File: src/rtl/pmc_pkg.sv
package pmc_pkg;

    typedef enum logic [1:0] {
        PM_RUN   = 2'd0,
        PM_IDLE  = 2'd1,
        PM_PDOWN = 2'd2
    } pm_mode_e;

    // Power control register, bit 0 first from the right
    typedef struct packed {
        logic flag1;
        logic flag0;
        logic pdown;
        logic idle;
    } pcr_t;

    localparam int PCR_W = $bits(pcr_t);

    function automatic pm_mode_e decode_mode(input pcr_t r);
        if (r.pdown)
            return PM_PDOWN;
        else if (r.idle)
            return PM_IDLE;
        else
            return PM_RUN;
    endfunction

endpackage

File: src/rtl/pmc_ctrl_reg.sv
module pmc_ctrl_reg
    import pmc_pkg::*;
#(
    parameter int DATA_W = 8
) (
    input  logic              clk,
    input  logic              rst,
    input  logic              wr_en,
    input  logic [DATA_W-1:0] wr_data,
    input  logic              wake_req,
    output pcr_t              pcr_q,
    output pm_mode_e          mode
);

    pcr_t wr_val;

    // Power-down wins over idle when both arrive in one write
    always_comb begin
        wr_val       = pcr_t'(wr_data[PCR_W-1:0]);
        wr_val.idle  = wr_val.idle & ~wr_val.pdown;
    end

    assign mode = decode_mode(pcr_q);

    always_ff @(posedge clk) begin
        if (rst) begin
            pcr_q <= '0;
        end else if (mode != PM_RUN) begin
            if (wake_req) begin
                pcr_q.idle  <= 1'b0;
                pcr_q.pdown <= 1'b0;
            end
        end else if (wr_en) begin
            pcr_q <= wr_val;
        end
    end

endmodule

File: src/rtl/pmc_clk_div.sv
module pmc_clk_div #(
    parameter int RATIO = 2
) (
    input  logic clk,
    input  logic rst,
    input  logic half_req,
    output logic sel_q,
    output logic tick
);

    localparam int PH_W = (RATIO > 1) ? $clog2(RATIO) : 1;
    localparam logic [PH_W-1:0] PH_LAST = PH_W'(RATIO - 1);

    logic [PH_W-1:0] phase_q;
    logic            at_last;

    assign at_last = (phase_q == PH_LAST);

    always_ff @(posedge clk) begin
        if (rst) begin
            phase_q <= '0;
            sel_q   <= 1'b0;
        end else begin
            phase_q <= at_last ? '0 : phase_q + 1'b1;
            if (at_last)
                sel_q <= half_req;
        end
    end

    // One enabled cycle per phase when division is in effect
    assign tick = ~sel_q | at_last;

endmodule

File: src/rtl/pmc_gate.sv
module pmc_gate (
    input  logic clk,
    input  logic rst,
    input  logic cpu_want,
    input  logic per_want,
    input  logic tick,
    output logic cpu_en_q,
    output logic per_en_q
);

    // Enables settle while the clock is low
    always_ff @(negedge clk) begin
        if (rst) begin
            cpu_en_q <= 1'b0;
            per_en_q <= 1'b0;
        end else begin
            cpu_en_q <= cpu_want & tick;
            per_en_q <= per_want & tick;
        end
    end

endmodule

File: src/rtl/pwr_mode_ctrl.sv
module pwr_mode_ctrl
    import pmc_pkg::*;
#(
    parameter int DATA_W = 8
) (
    input  logic              clk,
    input  logic              rst,
    input  logic              bus_wr_en,
    input  logic [DATA_W-1:0] bus_wr_data,
    output logic [DATA_W-1:0] bus_rd_data,
    input  logic              irq_pending,
    input  logic              half_speed,
    output logic              cpu_clk_en,
    output logic              per_clk_en,
    output logic              div_active,
    output logic [1:0]        pwr_mode
);

    pcr_t     pcr_q;
    pm_mode_e mode_int;
    logic     tick;
    logic     cpu_en_q;
    logic     per_en_q;

    pmc_ctrl_reg #(.DATA_W(DATA_W)) u_reg (
        .clk      (clk),
        .rst      (rst),
        .wr_en    (bus_wr_en),
        .wr_data  (bus_wr_data),
        .wake_req (irq_pending),
        .pcr_q    (pcr_q),
        .mode     (mode_int)
    );

    pmc_clk_div #(.RATIO(2)) u_div (
        .clk      (clk),
        .rst      (rst),
        .half_req (half_speed),
        .sel_q    (div_active),
        .tick     (tick)
    );

    pmc_gate u_gate (
        .clk      (clk),
        .rst      (rst),
        .cpu_want (mode_int == PM_RUN),
        .per_want (mode_int != PM_PDOWN),
        .tick     (tick),
        .cpu_en_q (cpu_en_q),
        .per_en_q (per_en_q)
    );

    // Reset level releases the clocks without any edge
    assign cpu_clk_en  = rst | cpu_en_q;
    assign per_clk_en  = rst | per_en_q;
    assign pwr_mode    = rst ? PM_RUN : mode_int;
    assign bus_rd_data = {{(DATA_W-PCR_W){1'b0}}, pcr_q};

endmodule

File: config.mk
export PLATFORM = sky130hd
export DESIGN_NAME = pwr_mode_ctrl
export DESIGN_NICKNAME = d
export VERILOG_FILES = /design/src/rtl/pmc_pkg.sv /design/src/rtl/pmc_ctrl_reg.sv /design/src/rtl/pmc_clk_div.sv /design/src/rtl/pmc_gate.sv /design/src/rtl/pwr_mode_ctrl.sv
export SDC_FILE = /design/constraint.sdc
export NUM_CORES = 1
export LEC_CHECK = 0
export ABC_AREA = 1
export ABC_CLOCK_PERIOD_IN_PS = 1100
export BUFFER_PORTS_ARGS = -buffer_cell sky130_fd_sc_hd__buf_4
export CORE_AREA = 2 2 39 41
export DETAILED_ROUTE_END_ITERATION = 8
export DIE_AREA = 0 0 41 43
export GPL_TIMING_DRIVEN = 1
export PLACE_DENSITY = 0.56
export SLEW_MARGIN = 20
export SYNTH_ARGS = -nofsm -noshare
export SYNTH_HDL_FRONTEND = slang
export SYNTH_SLANG_ARGS = --single-unit
File: constraint.sdc
create_clock -name clk -period 1.1 [get_ports clk]
set_input_delay 0.055 -clock clk [delete_from_list [all_inputs] [get_ports clk]]
set_output_delay 0.055 -clock clk [all_outputs]
set_load 0.02 [all_outputs]
==> PnR_summary.wiki, run 1 <==
{| class="wikitable"
! Metric !! Value
|-
| Leakage dissipation || 0.316 nW
|-
| Metal1 wirelength || 299 um
|-
| Highest ir drop seen on vdd || 0.668 mV
|-
| Maximum fanout along the worst path || 1
|-
| Number of standard-cell rows in the floorplan || 14
|-
| Cell area after synthesis || 363 um2
|-
| Post-placement cell area || 523 um2
|-
| Outcome || finished with violations
|-
| Delay of the slowest cell on the worst path || 0.29 ns
|-
| Critical path data arrival time || 1.49 ns
|-
| Number of failing setup endpoints in the final timing report || 5
|-
| Global placer's final weighted congestion || 0.694
|-
| Max-slew violation total from the final report || 0
|-
| Maximum number of pins on one net before global-route repair || 9
|-
| Layout Skew || 0.0578 ns
|-
| Global-route wire length before repair || 1.41 mm
|-
| Clk_lat worst skew || 0.31 ns
|-
| Total track usage || 12.7%
|-
| Violations in the final reports || negative setup slack
|-
| Max-Cap Viols || 0
|-
| Number of synthesized register bits || 8
|-
| Die boundary width || 41 um
|-
| Mean Syn Cell Area || 7.41 um2
|-
| Reg clk slew, reported paths || 0.06 ns
|-
| Number of primary I/O pins || 26
|-
| Total wirelength of the detailed-routed design || 831 um
|-
| Worst R2R Setup Slack || -0.04 ns
|-
| H-tree levels || 1
|-
| Final Core Density || 46.2%
|-
| Sort of element at the end of the critical path || output pin
|-
| CP required || 1.04 ns
|-
| Amount of wire on met2 after detailed routing || 424 um
|-
| Overall die height || 43 um
|-
| Floorplan die area || 1760 um2
|-
| Dominant cells by area after synthesis || sky130_fd_sc_hd__dfxtp_1 (44%), sky130_fd_sc_hd__nor2_1 (11%), sky130_fd_sc_hd__buf_4 (8.3%)
|-
| Leading cell type in the layout, fill and taps excluded || sky130_fd_sc_hd__buf_4
|-
| Starting DRT DRC Count || 1
|-
| Overflow left after global routing || 0
|-
| Library cell occupying the most area in the post-synthesis netlist || sky130_fd_sc_hd__dfxtp_1
|-
| Area share of the largest cell type after synthesis || 44.1%
|-
| Highest routed layer || met4
|-
| Final setup margin || -0.447 ns
|-
| Number of different library cells in the post-synthesis netlist || 14
|-
| Worst hold path type || input pin to flip-flop
|-
| Sink count of the clock tree || 8
|-
| Sequential-to-total area share from yosys stat || 44.1%
|-
| DRC || 0
|-
| TritonRoute pass-1 iters || 2
|-
| Max stage delay cell, worst path || sky130_fd_sc_hd__dfxtp_1
|-
| Area growth, synth to finish || 76.2%
|-
| Post-route cell area || 639 um2
|-
| CP cell instances || or2_4, buf_6
|-
| Std-Cell Core Area || 1380 um2
|-
| Effective utilization at floorplan || 26.2%
|-
| Leading cell types in the layout, fill and taps excluded || sky130_fd_sc_hd__buf_4 (18), sky130_fd_sc_hd__nor2_1 (7), sky130_fd_sc_hd__nand2_1 (6), sky130_fd_sc_hd__buf_6 (6)
|-
| Length of routed met3 wiring || 66 um
|-
| Cell chosen for the clock root || sky130_fd_sc_hd__clkbuf_4
|-
| Element type at the critical path start || flip-flop
|-
| Antenna violation net count after detailed routing || 0
|-
| Final Hold Viols || 0
|-
| Diode count || 0
|-
| Via count of the first global-routing pass || 373
|-
| Areal power density over the cells || 1230 nW/um2
|-
| Number of buffers added by the clock tree synthesis step || 3
|-
| Category of the critical setup timing path || flip-flop to output pin
|-
| Share of layout cells above drive strength 1 || 55.3%
|-
| Number of warnings issued by yosys || 0
|-
| Detailed-placement wirelength estimate || 563 um
|-
| Setup repair after global routing missed its margin || yes
|-
| Port Buffers || 17
|-
| Number of nets at the end of the flow || 90
|-
| Clock tree from TritonCTS || done
|-
| Via count of the routed design || 382
|-
| Final routed wire length divided by cell count || 9.03 um
|-
| Number of antenna violations at the first check in global routing || 0
|-
| Detail-routed via count per cell || 4.15
|-
| Instance count of the mapped netlist || 49
|-
| Max clock buf depth || 2
|-
| Total negative slack || -0.985 ns
|}
-- synth_stat cells, drive strengths merged --
library cell	instances
a21oi	2
buf	5
conb	1
dfxtp	8
inv	7
nand2	6
nand3	2
nand3b	2
nor2	11
nor3	2
nor4	1
or2	2
-- worst paths after layout --
path                                     from                     endpoint  cells past startpoint
setup / recovery   u_gate.per_en_q$_SDFF_NP0_                   per_clk_en                      2
hold / removal                     half_speed     u_div.sel_q$_SDFFE_PP0P_                      3
setup reg to reg  u_reg.pcr_q[1]$_SDFFE_PP0P_   u_gate.cpu_en_q$_SDFF_NP0_                      1
hold reg to reg   u_reg.pcr_q[2]$_SDFFE_PP0P_  u_reg.pcr_q[2]$_SDFFE_PP0P_                      2
-- layer usage --
metal  track usage, %  vias to the layer above
met5                0                        -
met4             12.0                        0
met3             3.14                        4
met2             20.6                       17
met1             11.7                      163
li1                 -                      198
-- state kept, by name, summed over array words and instances, names as in the netlist --
signal           cells
u_gate.per_en_q      1
u_div.sel_q          1
u_gate.cpu_en_q      1
u_reg.pcr_q          4
u_div.at_last        1
-- metrics by stage --
stage	setup WS [ns]	hold WS, ns	cells	power [mW]
2_1_floorplan	-0.127	0.189	52	0.448
6_report	-0.447	0.0220	92	0.789
3_5_place_dp	-0.143	0.290	84	0.507
5_1_grt	-0.489	0.0392	92	0.840
3_3_place_gp	-0.139	0.287	84	0.505
4_1_cts	-0.456	0.0203	91	0.788
-- cell families after synthesis --
logic type / count (synthesis) / synth area share [%]
and+or+nand+nor: 26 / 32.4
buffers and inverters: 12 / 18.6
DFF: 8 / 44.1
AOI/OAI and AO/OA: 2 / 3.79
other: 1 / 1.03
-- critical path, delay by kind of cell, from the launching register on --
kind | cells | cell delay, ns
buffers and inverters | 1 | 0.13
DFF | 1 | 0.29
and+or+nand+nor | 1 | 0.22
-- repair_timing --
| action | 4_1_cts | 5_1_grt |
|---|---|---|
| setup endpoints to repair | 5 | 9 |
| hold buffers | 0 | 0 |
| setup buffers | 2 | 1 |
| resized for setup | 12 | 7 |
| cloned | 0 | 0 |
| pin swaps | 1 | 2 |
-- power breakdown --
part / switching (mW) / internal, mW
logic: 0.0978 / 0.0954
clock network: 0.123 / 0.149
registers: 0.0119 / 0.312
-- cell type report --
cell class | instances | area (um2)
Clock buffer | 4 | 26.3
Sequential cell | 8 | 166
Fill cell | 153 | 744
Inverter | 6 | 27.5
Timing Repair Buffer | 24 | 203
Tap cell | 16 | 20.0
Clock inverter | 2 | 7.51
Multi-Input combinational cell | 32 | 189
(Power assumes the default switching activity.)
==> inputs of run 2 (changes only) <==
Settings changed: PLACE_DENSITY 0.56 to 0.59, SYNTH_HIERARCHICAL from default to 1.
==> PnR_summary.wiki, run 2 <==
{| class="wikitable"
! Metric !! Value
|-
| Outcome || finished with violations
|-
| Number of primary I/O pins || 26 (unchanged)
|-
| Sw frac || 29.9% (+0.47 points)
|-
| Total negative slack || -0.885 ns (+0.100 ns)
|-
| Via count of the routed design || 411 (+7.6%)
|-
| Combinational share of power || 24.2% (-0.3 points)
|-
| P_sw || 235 uW (+1.2%)
|-
| Highest ir drop seen on vdd || 0.415 mV (-38%)
|-
| Clk_lat worst skew || 0.31 ns (about the same)
|-
| Number of synthesized flops with an enable pin || 0 (unchanged)
|-
| Sequential standard cell area || 166 um2 (unchanged)
|-
| Area share of the largest cell type after synthesis || 40.0% (-4.1 points)
|-
| Cell area after synthesis || 400 um2 (+10%)
|-
| Filler cells || 152 (-0.65%)
|-
| Clock tree from TritonCTS || done
|-
| Most instantiated library cell after synthesis || sky130_fd_sc_hd__nor2_1
|-
| Final Core Density || 47.1% (+0.90 points)
|-
| Max stage delay cell, worst path || sky130_fd_sc_hd__dfxtp_2
|-
| Inst Count DP || 93 (+11%)
|-
| Cell chosen for the clock root || sky130_fd_sc_hd__clkbuf_4
|-
| Overall die height || 43 um (unchanged)
|-
| Max-slew violation total from the final report || 0 (unchanged)
|-
| Antenna violation net count after detailed routing || 0 (unchanged)
|-
| Overflow left after global routing || 0 (unchanged)
|-
| Layout Skew || 0.0613 ns (+0.00348 ns)
|-
| Most flops, register || u_reg/pcr_q
|-
| Final routed wire length divided by cell count || 8.18 um (-9.4%)
|-
| Dominant cells by area after synthesis || sky130_fd_sc_hd__dfxtp_1 (40%), sky130_fd_sc_hd__nor2_1 (10%), sky130_fd_sc_hd__buf_4 (9.4%)
|-
| Commonest register cell after synthesis || sky130_fd_sc_hd__dfxtp_1
|-
| Flip-flop count of the largest register after layout || 4 (unchanged)
|-
| Number of failing setup endpoints in the final timing report || 5 (unchanged)
|-
| Worst hold path type || input pin to flip-flop
|-
| Maximum number of pins on one net before global-route repair || 8 (-1)
|-
| Number of antenna violations at the first check in global routing || 0 (unchanged)
|-
| Number of buffers added by the clock tree synthesis step || 3 (unchanged)
|-
| Maximum fanout along the worst path || 1 (unchanged)
|-
| Element type at the critical path start || flip-flop
|-
| Port Buffers || 17 (unchanged)
|-
| Proportion of power drawn by the clock network || 34.6% (+0.2 points)
|-
| Instance count of the mapped netlist || 57 (+16%)
|-
| Critical path data arrival time || 1.37 ns (-0.12 ns)
|-
| Detail-routed via count per cell || 4.11 (-1.0%)
|-
| Std-Cell Core Area || 1380 um2 (unchanged)
|-
| Leading cell type in the layout, fill and taps excluded || sky130_fd_sc_hd__buf_4
|-
| Number of synthesized register bits || 8 (unchanged)
|-
| Category of the critical setup timing path || flip-flop to output pin
|-
| Sink count of the clock tree || 8 (unchanged)
|-
| Sequential-to-total area share from yosys stat || 40.0% (-4.1 points)
|-
| Share of layout cells above drive strength 1 || 51.2% (-4.1 points)
|-
| Final setup margin || -0.321 ns (+0.127 ns)
|-
| Number of different library cells in the post-synthesis netlist || 14 (unchanged)
|-
| Library cell occupying the most area in the post-synthesis netlist || sky130_fd_sc_hd__dfxtp_1
|-
| Sort of element at the end of the critical path || output pin
|-
| H-tree levels || 1 (unchanged)
|-
| Total track usage || 11.9% (-0.81 points)
|-
| Max clock buf depth || 2 (unchanged)
|-
| TritonRoute pass-1 iters || 2 (unchanged)
|-
| Global-route wire length before repair || 1.30 mm (-8.3%)
|-
| Detailed-placement wirelength estimate || 674 um (+20%)
|-
| Via count of the first global-routing pass || 326 (-13%)
|-
| Diode count || 0 (unchanged)
|-
| Effective utilization at floorplan || 28.9% (+2.7 points)
|-
| Leakage dissipation || 0.340 nW (+7.5%)
|-
| Areal power density over the cells || 1210 nW/um2 (-2.3%)
|-
| Multi-input combinational cell area || 195 um2 (+3.3%)
|-
| Reg clk slew, reported paths || 0.06 ns (about the same)
|-
| Violations in the final reports || negative setup slack
|-
| Starting DRT DRC Count || 1 (unchanged)
|-
| Max-Cap Viols || 0 (unchanged)
|-
| Mean Syn Cell Area || 7.02 um2 (-5.1%)
|-
| Synth cell count leaders || sky130_fd_sc_hd__nor2_1 (11), sky130_fd_sc_hd__inv_1 (10), sky130_fd_sc_hd__nand2_1 (10), sky130_fd_sc_hd__dfxtp_1 (8), sky130_fd_sc_hd__buf_4 (5)
|-
| Delay of the slowest cell on the worst path || 0.31 ns (+0.02 ns)
|-
| Area growth, synth to finish || 62.8%
|-
| Floorplan die area || 1760 um2 (unchanged)
|-
| DRC || 0 (unchanged)
|-
| Fin cells || 100 (+8.7%)
|-
| Final Hold Viols || 0 (unchanged)
|-
| Number of standard-cell rows in the floorplan || 14 (unchanged)
|-
| Die boundary width || 41 um (unchanged)
|-
| Ys async rst share || 0% (unchanged)
|-
| Worst hold slack across all endpoints || 0.0595 ns (+0.0375 ns)
|-
| Total of hold buffers inserted after clock tree synthesis || 0 (unchanged)
|-
| CP required || 1.04 ns (about the same)
|-
| Leading cell types in the layout, fill and taps excluded || sky130_fd_sc_hd__buf_4 (19), sky130_fd_sc_hd__nand2_1 (9), sky130_fd_sc_hd__nor2_1 (9), sky130_fd_sc_hd__inv_1 (8)
|-
| Sequential power share || 41.2% (about the same)
|-
| Total wirelength of the detailed-routed design || 818 um (-1.6%)
|-
| Setup repair after global routing missed its margin || yes
|-
| Number of nets at the end of the flow || 98 (+8.9%)
|-
| Global placer's final weighted congestion || 0.634 (-8.7%)
|-
| CP cell instances || inv_2, nand2_2, buf_6
|-
| Number of warnings issued by yosys || 6 (+6)
|-
| Cell-internal power || 551 uW (-1.0%)
|}
[run 2: changes by cell type in the layout (fill, tap and decap cells not counted), sizes merged]
cell	change
nor4	-1
nand2	+5
nor2	+2
inv	+4
nor3	-2
nor3b	+1
a21oi	+1
or2	-2
[run 2: cells by family after synthesis]
group	Yosys count	synth area share, %
other	1	0.937
AO/OA/AOI/OAI	3	5.62
buffers and inverters	16	19.7
flip-flops	8	40.0
AND/OR/NAND/NOR	29	33.8
[run 2: final timing paths]
kind,startpoint,to,slack [ns],cells after the start
hold reg to reg,u_reg/pcr_q[2]$_SDFFE_PP0P_,u_reg/pcr_q[2]$_SDFFE_PP0P_,0.48,2
hold / removal,irq_pending,u_reg/pcr_q[0]$_SDFFE_PP0P_,0.06,4
setup / recovery,u_gate/per_en_q$_SDFF_NP0_,per_clk_en,-0.32,3
setup reg to reg,u_reg/pcr_q[0]$_SDFFE_PP0P_,u_gate/per_en_q$_SDFF_NP0_,-0.15,6
[run 2: critical path: cells and delay by family, from the launching register on]
| kind | cells | cell delay [ns] |
|---|---|---|
| buffers and inverters | 2 | 0.16 |
| and+or+nand+nor | 1 | 0.04 |
| DFF | 1 | 0.31 |
[run 2: routing by layer]
metal	share of wire, %	vias up	global-route usage [%]	wire length [um]
met2	48	16	15.6	392
li1	-	213	-	-
met3	8.9	2	6.28	73
met4	1.5	0	10.0	12
met5	0	-	0	0
met1	42	180	13.4	340
[run 2: stage by stage]
step           setup slack, ns  instance area (um2)  total power, mW
4_1_cts                 -0.330                  616            0.786
3_5_place_dp            -0.230                  567            0.518
6_report                -0.321                  652            0.786
5_1_grt                 -0.378                  652            0.842
3_3_place_gp            -0.173                  567            0.515
2_1_floorplan           -0.245                  419            0.449
[run 2: layout make-up]
cell class / instances / area share, %
clock buffer: 4 / 4.03
clock inverter: 2 / 1.15
inverter: 10 / 5.76
multi-input combinational: 36 / 29.9
sequential: 8 / 25.5
tap: 16 / 3.07
timing repair buffer: 24 / 30.5
[run 2: what timing repair did]
item | CTS | global route
gates cloned | 0 | 0
pin swaps | 6 | 2
setup endpoints to repair | 4 | 6
setup buffers | 1 | 1
gates resized for setup | 5 | 8
[run 2: power by group through the flow]
stage                     sequential [mW]  clock (mW)  combinational [mW]
after floorplan                     0.342      0.0171              0.0897
after global placement              0.327      0.0171               0.171
after detailed placement            0.328      0.0171               0.173
after CTS                           0.324       0.281               0.181
after global routing                0.327       0.306               0.209
final                               0.324       0.272               0.190
==> inputs of run 3 (changes only) <==
Settings changed: CTS_BUF_LIST from default to sky130_fd_sc_hd__clkbuf_4 sky130_fd_sc_hd__clkbuf_8 sky130_fd_sc_hd__clkbuf_16.
==> PnR_summary.wiki, run 3 (synthesized netlist as in run 2, its figures left out) <==
{| class="wikitable"
! Metric !! Value
|-
| Outcome || finished with violations
|-
| Violations in the final reports || negative setup slack
|-
| Final Hold Viols || 0 (unchanged)
|-
| Top Family by Delay on Critical Path || flip-flops
|-
| H-tree levels || 1 (unchanged)
|-
| Floorplan die area || 1760 um2 (unchanged)
|-
| Max stage delay cell, worst path || sky130_fd_sc_hd__dfxtp_2
|-
| Total negative slack || -0.891 ns (-0.00570 ns)
|-
| Max-slew violation total from the final report || 0 (unchanged)
|-
| Sw frac || 29.2% (-0.75 points)
|-
| Overflow left after global routing || 0 (unchanged)
|-
| Share of layout cells above drive strength 1 || 52.4% (+1.2 points)
|-
| Cell chosen for the clock root || sky130_fd_sc_hd__clkbuf_4
|-
| Total of hold buffers inserted after clock tree synthesis || 0 (unchanged)
|-
| Total track usage || 11.9% (unchanged)
|-
| Number of buffers added by the clock tree synthesis step || 3 (unchanged)
|-
| Sequential standard cell area || 166 um2 (unchanged)
|-
| Detail-routed via count per cell || 4.12 (+0.24%)
|-
| Final Core Density || 47.4% (+0.27 points)
|-
| Layout Skew || 0.0624 ns (+0.00115 ns)
|-
| P_sw || 237 uW (+0.76%)
|-
| Setup repair after global routing missed its margin || yes
|-
| Buffers plus inverters on the worst setup path || 2 (unchanged)
|-
| Reg clk slew, reported paths || 0.06 ns (about the same)
|-
| Maximum number of pins on one net before global-route repair || 8 (unchanged)
|-
| Std-Cell Core Area || 1380 um2 (unchanged)
|-
| Filler cells || 151 (-0.66%)
|-
| Starting DRT DRC Count || 1 (unchanged)
|-
| Element type at the critical path start || flip-flop
|-
| Detailed-placement wirelength estimate || 674 um (unchanged)
|-
| Cell-internal power || 575 uW (+4.5%)
|-
| Leakage dissipation || 0.343 nW (+1.0%)
|-
| Leading cell types in the layout, fill and taps excluded || sky130_fd_sc_hd__buf_4 (19), sky130_fd_sc_hd__nand2_1 (9), sky130_fd_sc_hd__nor2_1 (9), sky130_fd_sc_hd__inv_1 (8)
|-
| Max clock buf depth || 2 (unchanged)
|-
| Sum of internal, switching and leakage power || 812 uW (+3.4%)
|-
| Max-Cap Viols || 0 (unchanged)
|-
| Area growth, synth to finish || 63.8%
|-
| TritonRoute pass-1 iters || 2 (unchanged)
|-
| Total wirelength of the detailed-routed design || 820 um (+0.24%)
|-
| Combinational share of power || 23.4% (-0.8 points)
|-
| DRC || 0 (unchanged)
|-
| Number of nets at the end of the flow || 98 (unchanged)
|-
| Via count of the routed design || 412 (+0.24%)
|-
| Category of the critical setup timing path || flip-flop to output pin
|-
| Leading cell type in the layout, fill and taps excluded || sky130_fd_sc_hd__buf_4
|-
| Final setup margin || -0.321 ns (unchanged)
|-
| Diode count || 0 (unchanged)
|-
| Port Buffers || 17 (unchanged)
|-
| Number of failing setup endpoints in the final timing report || 5 (unchanged)
|-
| Multi-input combinational cell area || 195 um2 (unchanged)
|-
| Delay of the slowest cell on the worst path || 0.31 ns (about the same)
|-
| Sort of element at the end of the critical path || output pin
|-
| Number of primary I/O pins || 26 (unchanged)
|-
| Number of standard-cell rows in the floorplan || 14 (unchanged)
|-
| Overall die height || 43 um (unchanged)
|-
| Clock tree from TritonCTS || done
|-
| Highest ir drop seen on vdd || 0.430 mV (+3.8%)
|-
| Antenna violation net count after detailed routing || 0 (unchanged)
|-
| Effective utilization at floorplan || 28.9% (unchanged)
|-
| Sequential power share || 39.9% (-1.3 points)
|-
| Via count of the first global-routing pass || 326 (unchanged)
|-
| Most flops, register || u_reg/pcr_q
|-
| Worst hold path type || input pin to flip-flop
|-
| Global-route wire length before repair || 1.30 mm (unchanged)
|-
| CP required || 1.04 ns (about the same)
|-
| Die boundary width || 41 um (unchanged)
|-
| Areal power density over the cells || 1240 nW/um2 (+2.8%)
|-
| Sink count of the clock tree || 8 (unchanged)
|-
| Global placer's final weighted congestion || 0.634 (unchanged)
|-
| Flip-flop count of the largest register after layout || 4 (unchanged)
|-
| Number of antenna violations at the first check in global routing || 0 (unchanged)
|-
| Critical path data arrival time || 1.37 ns (about the same)
|-
| Final routed wire length divided by cell count || 8.20 um (+0.24%)
|-
| CP cell instances || inv_2, nand2_2, buf_6
|-
| Maximum fanout along the worst path || 1 (unchanged)
|-
| Clk_lat worst skew || 0.31 ns (about the same)
|-
| Proportion of power drawn by the clock network || 36.7% (+2.1 points)
|}
## run 3: worst reg2reg max path, cell delays in order (launching register included)
cell and delay, ns:
sky130_fd_sc_hd__dfxtp_4 0.34, sky130_fd_sc_hd__inv_2 0.04, sky130_fd_sc_hd__nor2_4 0.08, sky130_fd_sc_hd__inv_2 0.04, sky130_fd_sc_hd__nand2_1 0.05, sky130_fd_sc_hd__nand2_1 0.04, sky130_fd_sc_hd__nor2_1 0.08
## run 3: layout make-up
type	instances	area share, %
Sequential cell	8	25.4
Tap cell	16	3.05
Multi-Input combinational cell	36	29.8
Clock inverter	2	1.15
Timing Repair Buffer	24	30.3
Inverter	10	5.73
Clock buffer	4	4.58
## run 3: metrics by stage
stage	area (um2)	worst slack (ns)	hold WS, ns	cells
floorplan	419	-0.245	0.108	60
global placement	567	-0.173	0.322	93
detailed placement	567	-0.230	0.325	93
CTS	619	-0.330	0.0544	99
global route	656	-0.378	0.0643	100
finish	656	-0.321	0.0579	100
## run 3: what timing repair did
action	4_1_cts	5_1_grt
setup buffers	1	1
pin swaps	7	1
setup endpoints to repair	4	6
resized for setup	5	8
## run 3: path summary, 6_finish.rpt
check	start	end	slack (ns)	depth (start not counted)
setup / recovery	u_gate/per_en_q$_SDFF_NP0_	per_clk_en	-0.32	3
hold / removal	irq_pending	u_reg/pcr_q[0]$_SDFFE_PP0P_	0.06	4
setup reg to reg	u_reg/pcr_q[0]$_SDFFE_PP0P_	u_gate/per_en_q$_SDFF_NP0_	-0.15	6
hold reg to reg	u_reg/pcr_q[2]$_SDFFE_PP0P_	u_reg/pcr_q[2]$_SDFFE_PP0P_	0.48	2
## run 3: metal layers
layer / wire length [um] / global-route usage, %
met5: 0 / 0
met4: 12 / 10.0
met3: 73 / 6.28
met2: 391 / 15.6
met1: 342 / 13.4
## run 3: power by group through the flow
stage                     combinational, mW  sequential [mW]  clock (mW)
after floorplan                      0.0897            0.342      0.0171
after global placement                0.171            0.327      0.0171
after detailed placement              0.173            0.328      0.0171
after CTS                             0.181            0.324       0.307
after global routing                  0.209            0.327       0.332
final                                 0.190            0.324       0.298
